--- src/rtl/mii_res_pkg.sv ---
// Package: shared constants and state type for the link/duplex resolver.
// Assumes: standard MII management register numbering and bit positions.
package mii_res_pkg;

    localparam int          PHY_AW      = 5;
    localparam int          WORD_W      = 16;
    localparam logic [4:0]  REG_STATUS  = 5'd1;
    localparam logic [4:0]  REG_PARTNER = 5'd5;
    localparam int          LINK_BIT    = 2;

    localparam logic [1:0]  CODE_OK      = 2'b00;
    localparam logic [1:0]  CODE_CHANGED = 2'b01;
    localparam logic [1:0]  CODE_NOLINK  = 2'b11;
    localparam logic [1:0]  CODE_MISSING = 2'b10;

    typedef enum logic [2:0] {
        ST_IDLE,
        ST_RD_STAT,
        ST_RD_PART,
        ST_EVAL,
        ST_RD_RECHK
    } res_state_t;

endpackage

--- src/rtl/mii_res_decide.sv ---
// Module: mii_res_decide
// Combinational ability resolver. Takes the partner ability word and the
// local advertisement and produces the next full-duplex and tx-threshold
// values. Assumes the standard ability bit layout (bit 5 = 10 half,
// 6 = 10 full, 7 = 100 half, 8 = 100 full, 9 = 100 T4).
module mii_res_decide #(
    parameter int WORD_W = 16
) (
    input  logic [WORD_W-1:0] partner_word,
    input  logic [WORD_W-1:0] adv_word,
    input  logic              lock_full,
    output logic              full_next,
    output logic              thr_next
);

    logic [WORD_W-1:0] common;
    logic              any_fast;
    logic              ten_full_only;

    // Purpose: form the shared ability set and derive both mode bits.
    always_comb begin
        common        = partner_word & adv_word;
        any_fast      = |common[9:7];
        ten_full_only = (common[8:6] == 3'b001);
        thr_next      = ~any_fast;
        full_next     = lock_full | common[8] | ten_full_only;
    end

endmodule

--- src/rtl/mii_res_mode.sv ---
// Module: mii_res_mode
// Holds the MAC mode bits (full duplex, transmit threshold). On an update
// strobe it loads the resolved values and raises a one-cycle restart when
// either bit differs from the stored one. Assumes update strobes are never
// back to back.
module mii_res_mode (
    input  logic clk,
    input  logic rst_n,
    input  logic upd_en,
    input  logic full_next,
    input  logic thr_next,
    output logic full_q,
    output logic thr_q,
    output logic differs,
    output logic restart
);

    // Purpose: flag a difference between resolved and stored mode.
    always_comb begin
        differs = (full_next != full_q) || (thr_next != thr_q);
    end

    // Purpose: mode register and restart strobe.
    always_ff @(posedge clk) begin
        if (!rst_n) begin
            full_q  <= 1'b0;
            thr_q   <= 1'b1;
            restart <= 1'b0;
        end else begin
            restart <= upd_en && differs;
            if (upd_en) begin
                full_q <= full_next;
                thr_q  <= thr_next;
            end
        end
    end

    AST_RESTART_SINGLE: assert property (@(posedge clk) disable iff (!rst_n)
        restart |=> !restart);

    AST_RESTART_ON_CHANGE: assert property (@(posedge clk) disable iff (!rst_n)
        restart |-> (full_q != $past(full_q)) || (thr_q != $past(thr_q)));

endmodule

--- src/rtl/mii_res_ctrl.sv ---
// Module: mii_res_ctrl
// Sequencer for one link check: status read, partner read, evaluation,
// and an optional status re-read when the latched-low link bit is clear.
// Ends with a result code held until the next accepted trigger.
// Assumes the MDIO master keeps data valid in the cycle mdio_ack is high.
module mii_res_ctrl
    import mii_res_pkg::*;
#(
    parameter int WORD_W = 16,
    parameter int ADDR_W = 5
) (
    input  logic              clk,
    input  logic              rst_n,
    input  logic              check_req,
    input  logic [ADDR_W-1:0] phy_addr,
    input  logic              mdio_ack,
    input  logic [WORD_W-1:0] mdio_rdata,
    input  logic              mode_change,
    output logic              mdio_req,
    output logic [ADDR_W-1:0] mdio_phy,
    output logic [4:0]        mdio_reg,
    output logic [WORD_W-1:0] partner_q,
    output logic              upd_en,
    output logic              busy,
    output logic              result_valid,
    output logic [1:0]        result_code
);

    localparam logic [WORD_W-1:0] ALL_ONES = {WORD_W{1'b1}};

    res_state_t        state;
    logic [WORD_W-1:0] stat_q;
    logic [ADDR_W-1:0] phy_q;
    logic              rechk_done;
    logic              stat_missing;
    logic              link_up;

    // Purpose: classify the latest status word.
    always_comb begin
        stat_missing = (stat_q == ALL_ONES);
        link_up      = stat_q[LINK_BIT];
    end

    // Purpose: drive the MDIO request port and the update strobe from state.
    always_comb begin
        mdio_req = (state == ST_RD_STAT) || (state == ST_RD_PART) ||
                   (state == ST_RD_RECHK);
        mdio_reg = (state == ST_RD_PART) ? REG_PARTNER : REG_STATUS;
        mdio_phy = phy_q;
        busy     = (state != ST_IDLE);
        upd_en   = (state == ST_EVAL) && !stat_missing && link_up;
    end

    // Purpose: check sequencer with captured words and held result.
    always_ff @(posedge clk) begin
        if (!rst_n) begin
            state        <= ST_IDLE;
            stat_q       <= '0;
            partner_q    <= '0;
            phy_q        <= '0;
            rechk_done   <= 1'b0;
            result_valid <= 1'b0;
            result_code  <= CODE_OK;
        end else begin
            case (state)
                ST_IDLE: begin
                    if (check_req) begin
                        phy_q        <= phy_addr;
                        rechk_done   <= 1'b0;
                        result_valid <= 1'b0;
                        state        <= ST_RD_STAT;
                    end
                end
                ST_RD_STAT: begin
                    if (mdio_ack) begin
                        stat_q <= mdio_rdata;
                        state  <= ST_RD_PART;
                    end
                end
                ST_RD_PART: begin
                    if (mdio_ack) begin
                        partner_q <= mdio_rdata;
                        state     <= ST_EVAL;
                    end
                end
                ST_EVAL: begin
                    if (stat_missing) begin
                        result_code  <= CODE_MISSING;
                        result_valid <= 1'b1;
                        state        <= ST_IDLE;
                    end else if (!link_up) begin
                        if (rechk_done) begin
                            result_code  <= CODE_NOLINK;
                            result_valid <= 1'b1;
                            state        <= ST_IDLE;
                        end else begin
                            state <= ST_RD_RECHK;
                        end
                    end else begin
                        result_code  <= mode_change ? CODE_CHANGED : CODE_OK;
                        result_valid <= 1'b1;
                        state        <= ST_IDLE;
                    end
                end
                ST_RD_RECHK: begin
                    if (mdio_ack) begin
                        stat_q     <= mdio_rdata;
                        rechk_done <= 1'b1;
                        state      <= ST_EVAL;
                    end
                end
                default: state <= ST_IDLE;
            endcase
        end
    end

    AST_REQ_HOLD: assert property (@(posedge clk) disable iff (!rst_n)
        (mdio_req && !mdio_ack) |=> mdio_req && $stable(mdio_reg) && $stable(mdio_phy));

    AST_VALID_IDLE: assert property (@(posedge clk) disable iff (!rst_n)
        result_valid |-> !mdio_req && !busy);

    AST_BUSY_IGNORES: assert property (@(posedge clk) disable iff (!rst_n)
        (busy && check_req) |=> !result_valid || $past(state) == ST_EVAL);

endmodule

--- src/rtl/mii_link_resolver.sv ---
// Module: mii_link_resolver (top)
// Periodic MII link check: reads PHY status and partner ability over an
// MDIO request port, resolves duplex and speed, updates the MAC mode bits
// and pulses a restart on change. Assumes one outstanding MDIO read at a time.
module mii_link_resolver
    import mii_res_pkg::*;
#(
    parameter int WORD_W = 16,
    parameter int ADDR_W = 5
) (
    input  logic              clk,
    input  logic              rst_n,
    input  logic              check_req,
    input  logic [ADDR_W-1:0] phy_addr,
    input  logic [WORD_W-1:0] local_adv,
    input  logic              duplex_lock,
    output logic              mdio_req,
    output logic [ADDR_W-1:0] mdio_phy,
    output logic [4:0]        mdio_reg,
    input  logic              mdio_ack,
    input  logic [WORD_W-1:0] mdio_rdata,
    output logic              busy,
    output logic              result_valid,
    output logic [1:0]        result_code,
    output logic              full_duplex,
    output logic              tx_threshold,
    output logic              restart_pulse
);

    logic [WORD_W-1:0] partner_w;
    logic              upd_w;
    logic              differs_w;
    logic              full_nx;
    logic              thr_nx;

    mii_res_ctrl #(.WORD_W(WORD_W), .ADDR_W(ADDR_W)) u_ctrl (
        .clk          (clk),
        .rst_n        (rst_n),
        .check_req    (check_req),
        .phy_addr     (phy_addr),
        .mdio_ack     (mdio_ack),
        .mdio_rdata   (mdio_rdata),
        .mode_change  (differs_w),
        .mdio_req     (mdio_req),
        .mdio_phy     (mdio_phy),
        .mdio_reg     (mdio_reg),
        .partner_q    (partner_w),
        .upd_en       (upd_w),
        .busy         (busy),
        .result_valid (result_valid),
        .result_code  (result_code)
    );

    mii_res_decide #(.WORD_W(WORD_W)) u_decide (
        .partner_word (partner_w),
        .adv_word     (local_adv),
        .lock_full    (duplex_lock),
        .full_next    (full_nx),
        .thr_next     (thr_nx)
    );

    mii_res_mode u_mode (
        .clk       (clk),
        .rst_n     (rst_n),
        .upd_en    (upd_w),
        .full_next (full_nx),
        .thr_next  (thr_nx),
        .full_q    (full_duplex),
        .thr_q     (tx_threshold),
        .differs   (differs_w),
        .restart   (restart_pulse)
    );

    AST_FAULT_KEEPS_MODE: assert property (@(posedge clk) disable iff (!rst_n)
        ($rose(result_valid) && result_code[1]) |-> $stable(full_duplex) && $stable(tx_threshold) && !restart_pulse);

    AST_RESTART_CODE: assert property (@(posedge clk) disable iff (!rst_n)
        restart_pulse |-> $rose(result_valid) && result_code == CODE_CHANGED);

endmodule

--- config.mk ---
export PLATFORM = sky130hd
export DESIGN_NAME = mii_link_resolver
export DESIGN_NICKNAME = d
export VERILOG_FILES = /design/src/rtl/mii_res_pkg.sv /design/src/rtl/mii_res_decide.sv /design/src/rtl/mii_res_mode.sv /design/src/rtl/mii_res_ctrl.sv /design/src/rtl/mii_link_resolver.sv
export SDC_FILE = /design/constraint.sdc
export NUM_CORES = 1
export LEC_CHECK = 0
export ABC_AREA = 1
export ABC_CLOCK_PERIOD_IN_PS = 1300
export BUFFER_PORTS_ARGS = -buffer_cell sky130_fd_sc_hd__buf_2
export CAP_MARGIN = 40
export CELL_PAD_IN_SITES_DETAIL_PLACEMENT = 0
export CELL_PAD_IN_SITES_GLOBAL_PLACEMENT = 2
export CORE_ASPECT_RATIO = 0.7
export CORE_UTILIZATION = 25
export DETAILED_ROUTE_END_ITERATION = 16
export GPL_ROUTABILITY_DRIVEN = 0
export PLACE_DENSITY_LB_ADDON = 0.1
export SYNTH_ARGS = -nofsm -noshare
export SYNTH_HDL_FRONTEND = slang
export SYNTH_SLANG_ARGS = --single-unit
export TNS_END_PERCENT = 5
--- constraint.sdc ---
create_clock -name clk -period 1.3 [get_ports clk]
set_input_delay 0.13 -clock clk [delete_from_list [all_inputs] [get_ports clk]]
set_output_delay 0.13 -clock clk [all_outputs]
set_load 0.005 [all_outputs]
==> out/results.ini <==
[global_route]
grt_pass1_vias = 1268
grt_max_degree = 18
gr-total-overflow = 0
antenna_found_initial = 0
grt_pass1_wl_um = 6120
grt_util_all_layers_pct = 13.1

[drt]
drc = 0
post_drt_wl_per_cell_um = 11.5
routed_wirelength_um = 3820
vias = 1388
dr.pass1.iters = 4
drt-vias-per-instance = 4.17
drt_iter0_markers = 39
antenna_left = 0

[yosys]
synth_cell_types = 24
synth_top_area_share_pct = 46.1
yosysTopAreaCell = dfxtp_1
syn-cell-area_sq_um = 1520
synth_area_leaders = dfxtp_1 46%, nor2_1 9.1%, o21ai_0 7.6%
synth_warnings = 0
synthCells = 203
ys_seq_area_share_pct = 46.1
syn_area_per_cell_sq_um = 7.48
ys_ff_latch = 35

[power_and_ir_drop]
power.density_nw_per_um2 = 1640
pwr-share-clk_pct = 26.8
combPwrFrac_pct = 30.0
p_leak_uw = 0.000889
peakVddDrop_mv = 0.818
p_int_uw = 2190
p_sw_uw = 1060
power_frac_seq_pct = 43.2
switching_share_pct = 32.5

[critical_path]
critPathCaptureType = output port
r2r_end = u_ctrl.partner_q[6]
crit_required_ns = 1.17
r2r-start = u_ctrl.state[0]
start_kind = flip-flop
cp_max_fo = 5
endpoint = mdio_req
r2r_setup_slack_ns = 0.07
cp.arrival_ns = 1.21
crit_start = u_ctrl.state[0]
rr_worst_depth = 6
worstSetupPathType = reg2out

[die]
rows = 23
dieArea_sq_um = 6400
die_h_um = 67.2
dieWidth_um = 95.2
core_sq_um = 5780
top_level_ports = 60
initial_core_util_pct = 26.3

[hold_path]
holdCritPathClass = in2reg
worstHoldStart = mdio_rdata[12]

[sta]
period_needed_ns = 1.34
fin_ws_ns = -0.0417
setup_violations = 2
hold_violations = 0
period_share_pct = 103
rsz0062_at_grt = yes
holdWs_ns = 0.0731
max_clock_freq_ghz = 0.745
finalMaxSlewViolations = 0
skew_ns = 0.00472

[outcome]
status = finished with violations
failed_checks = negative setup slack

[cts]
cts_tree = built
cts.path.max_buffers = 2
cts_hold_buf = 0
worstSkewPairLatency_ns = 0.28
cts-htree-levels = 2
clk_pin_slew_ns = 0.07
cts_sinks = 35
cts_buffers = 5
clockRootBuffer = clkbuf_8

[placed_design]
portBuffers = 43
dp_hpwl_um = 2890
pre_cts_ws_ns = 0.0132

[finish]
drive_gt1_share_pct = 32.6
layout.nets = 299
synthToLayoutAreaGrowth_pct = 30.2
filler_cell_count = 646
antenna_cells = 0

[job]
drv_cap = 0

[worst min-delay path by stage]
stage	end	cells past startpoint
after global placement	u_ctrl.stat_q[12]	3
final	u_ctrl.stat_q[12]	3
after detailed placement	u_ctrl.stat_q[14]	3
after CTS	u_ctrl.stat_q[12]	3
after floorplan	u_ctrl.stat_q[14]	2
after global routing	u_ctrl.stat_q[14]	3
[cells in the mapped netlist]
| master | instances |
|---|---|
| a21oi_1 | 14 |
| a21oi_2 | 1 |
| buf_12 | 1 |
| buf_2 | 1 |
| buf_4 | 5 |
| buf_6 | 1 |
| clkbuf_1 | 2 |
| clkbuf_4 | 1 |
| clkinv_1 | 1 |
| conb_1 | 2 |
| dfxtp_1 | 35 |
| inv_1 | 15 |
| inv_2 | 1 |
| inv_6 | 1 |
| nand2_1 | 26 |
| nand2_2 | 2 |
| nand2_4 | 1 |
| nand3_1 | 15 |
| nand4_1 | 7 |
| nor2_1 | 37 |
| nor2_2 | 8 |
| nor3_4 | 1 |
| o21ai_0 | 23 |
| o21ai_1 | 2 |
[routing by layer]
| metal | GRT usage, % | vias up | share of wire [%] |
|---|---|---|---|
| li1 | - | 757 | - |
| met1 | 18.7 | 594 | 55 |
| met2 | 18.1 | 35 | 39 |
| met3 | 3.83 | 2 | 5.9 |
| met4 | 5.11 | 0 | 0.76 |
| met5 | 0 | - | 0 |
[power by group through the flow]
stage | registers, uW | clock network, uW | logic, uW
after CTS | 1400 | 909 | 979
after floorplan | 1390 | 0 | 638
after global routing | 1430 | 954 | 1120
after global placement | 1410 | 0 | 914
after detailed placement | 1410 | 0 | 905
final | 1410 | 872 | 974
[through the flow]
| stage | cell area [sq um] | utilization, % | setup TNS [ns] | cells | power, uW |
|---|---|---|---|---|---|
| 2_1_floorplan | 1530 | - | 0 | 205 | 2030 |
| 5_1_grt | 1980 | 34.2 | -0.622 | 333 | 3500 |
| 4_1_cts | 1970 | 34.1 | -0.106 | 333 | 3290 |
| 3_3_place_gp | 1830 | 31.6 | 0 | 323 | 2320 |
| 6_report | 1980 | 34.2 | -0.0806 | 333 | 3250 |
| 3_5_place_dp | 1830 | 31.6 | 0 | 323 | 2320 |
[cells by family after synthesis]
family          after synthesis  share of synthesized area (%)
other cells                   2                          0.494
buf+inv                      29                           10.6
flops                        35                           46.1
compound gates               40                           13.4
simple gates                 97                           29.3
[cell type report]
| class | instances | area [sq um] | area share (%) |
|---|---|---|---|
| clock buffers | 8 | 100 | 5.06 |
| flip-flops and latches | 35 | 713 | 36.1 |
| well taps | 75 | 93.8 | 4.74 |
| inverters | 18 | 75.1 | 3.80 |
| repair buffers | 56 | 327 | 16.5 |
| multi-input cells | 141 | 669 | 33.8 |
[timing repair]
item,CTS,global route
buffers inserted,2,0
cloned,0,0
pin swaps,3,2
setup endpoints to repair,4,27
gates resized for setup,11,8
[state kept, by name, indices dropped and copies added (netlist names)]
| name | cells |
|---|---|
| u_ctrl.mdio_phy | 5 |
| u_ctrl.partner_q | 4 |
| u_ctrl.rechk_done | 1 |
| u_ctrl.result_code | 2 |
| u_ctrl.result_valid | 1 |
| u_ctrl.stat_q | 16 |
| u_ctrl.state | 3 |
| u_mode.full_q | 1 |
| u_mode.restart | 1 |
| u_mode.thr_q | 1 |
[worst max-delay path: stages (launching register included)]
cell and delay, ns:
dfxtp_4 0.36, buf_6 0.12, nor3_4 0.22, nor2_4 0.06, inv_1 0.07, buf_2 0.10
[placed cells by master, fill, tap and decap left out, drive strengths merged]
master,synthesis,layout
a21oi,15,15
o21ai,25,25
dfxtp,35,35
nand4,7,7
nand2,29,29
buf,8,56
clkbuf,3,8
inv,17,18
nand3,15,15
nor2,45,45
conb,2,4
nor3,1,1
Note: power is estimated with default switching activity, not from simulation.
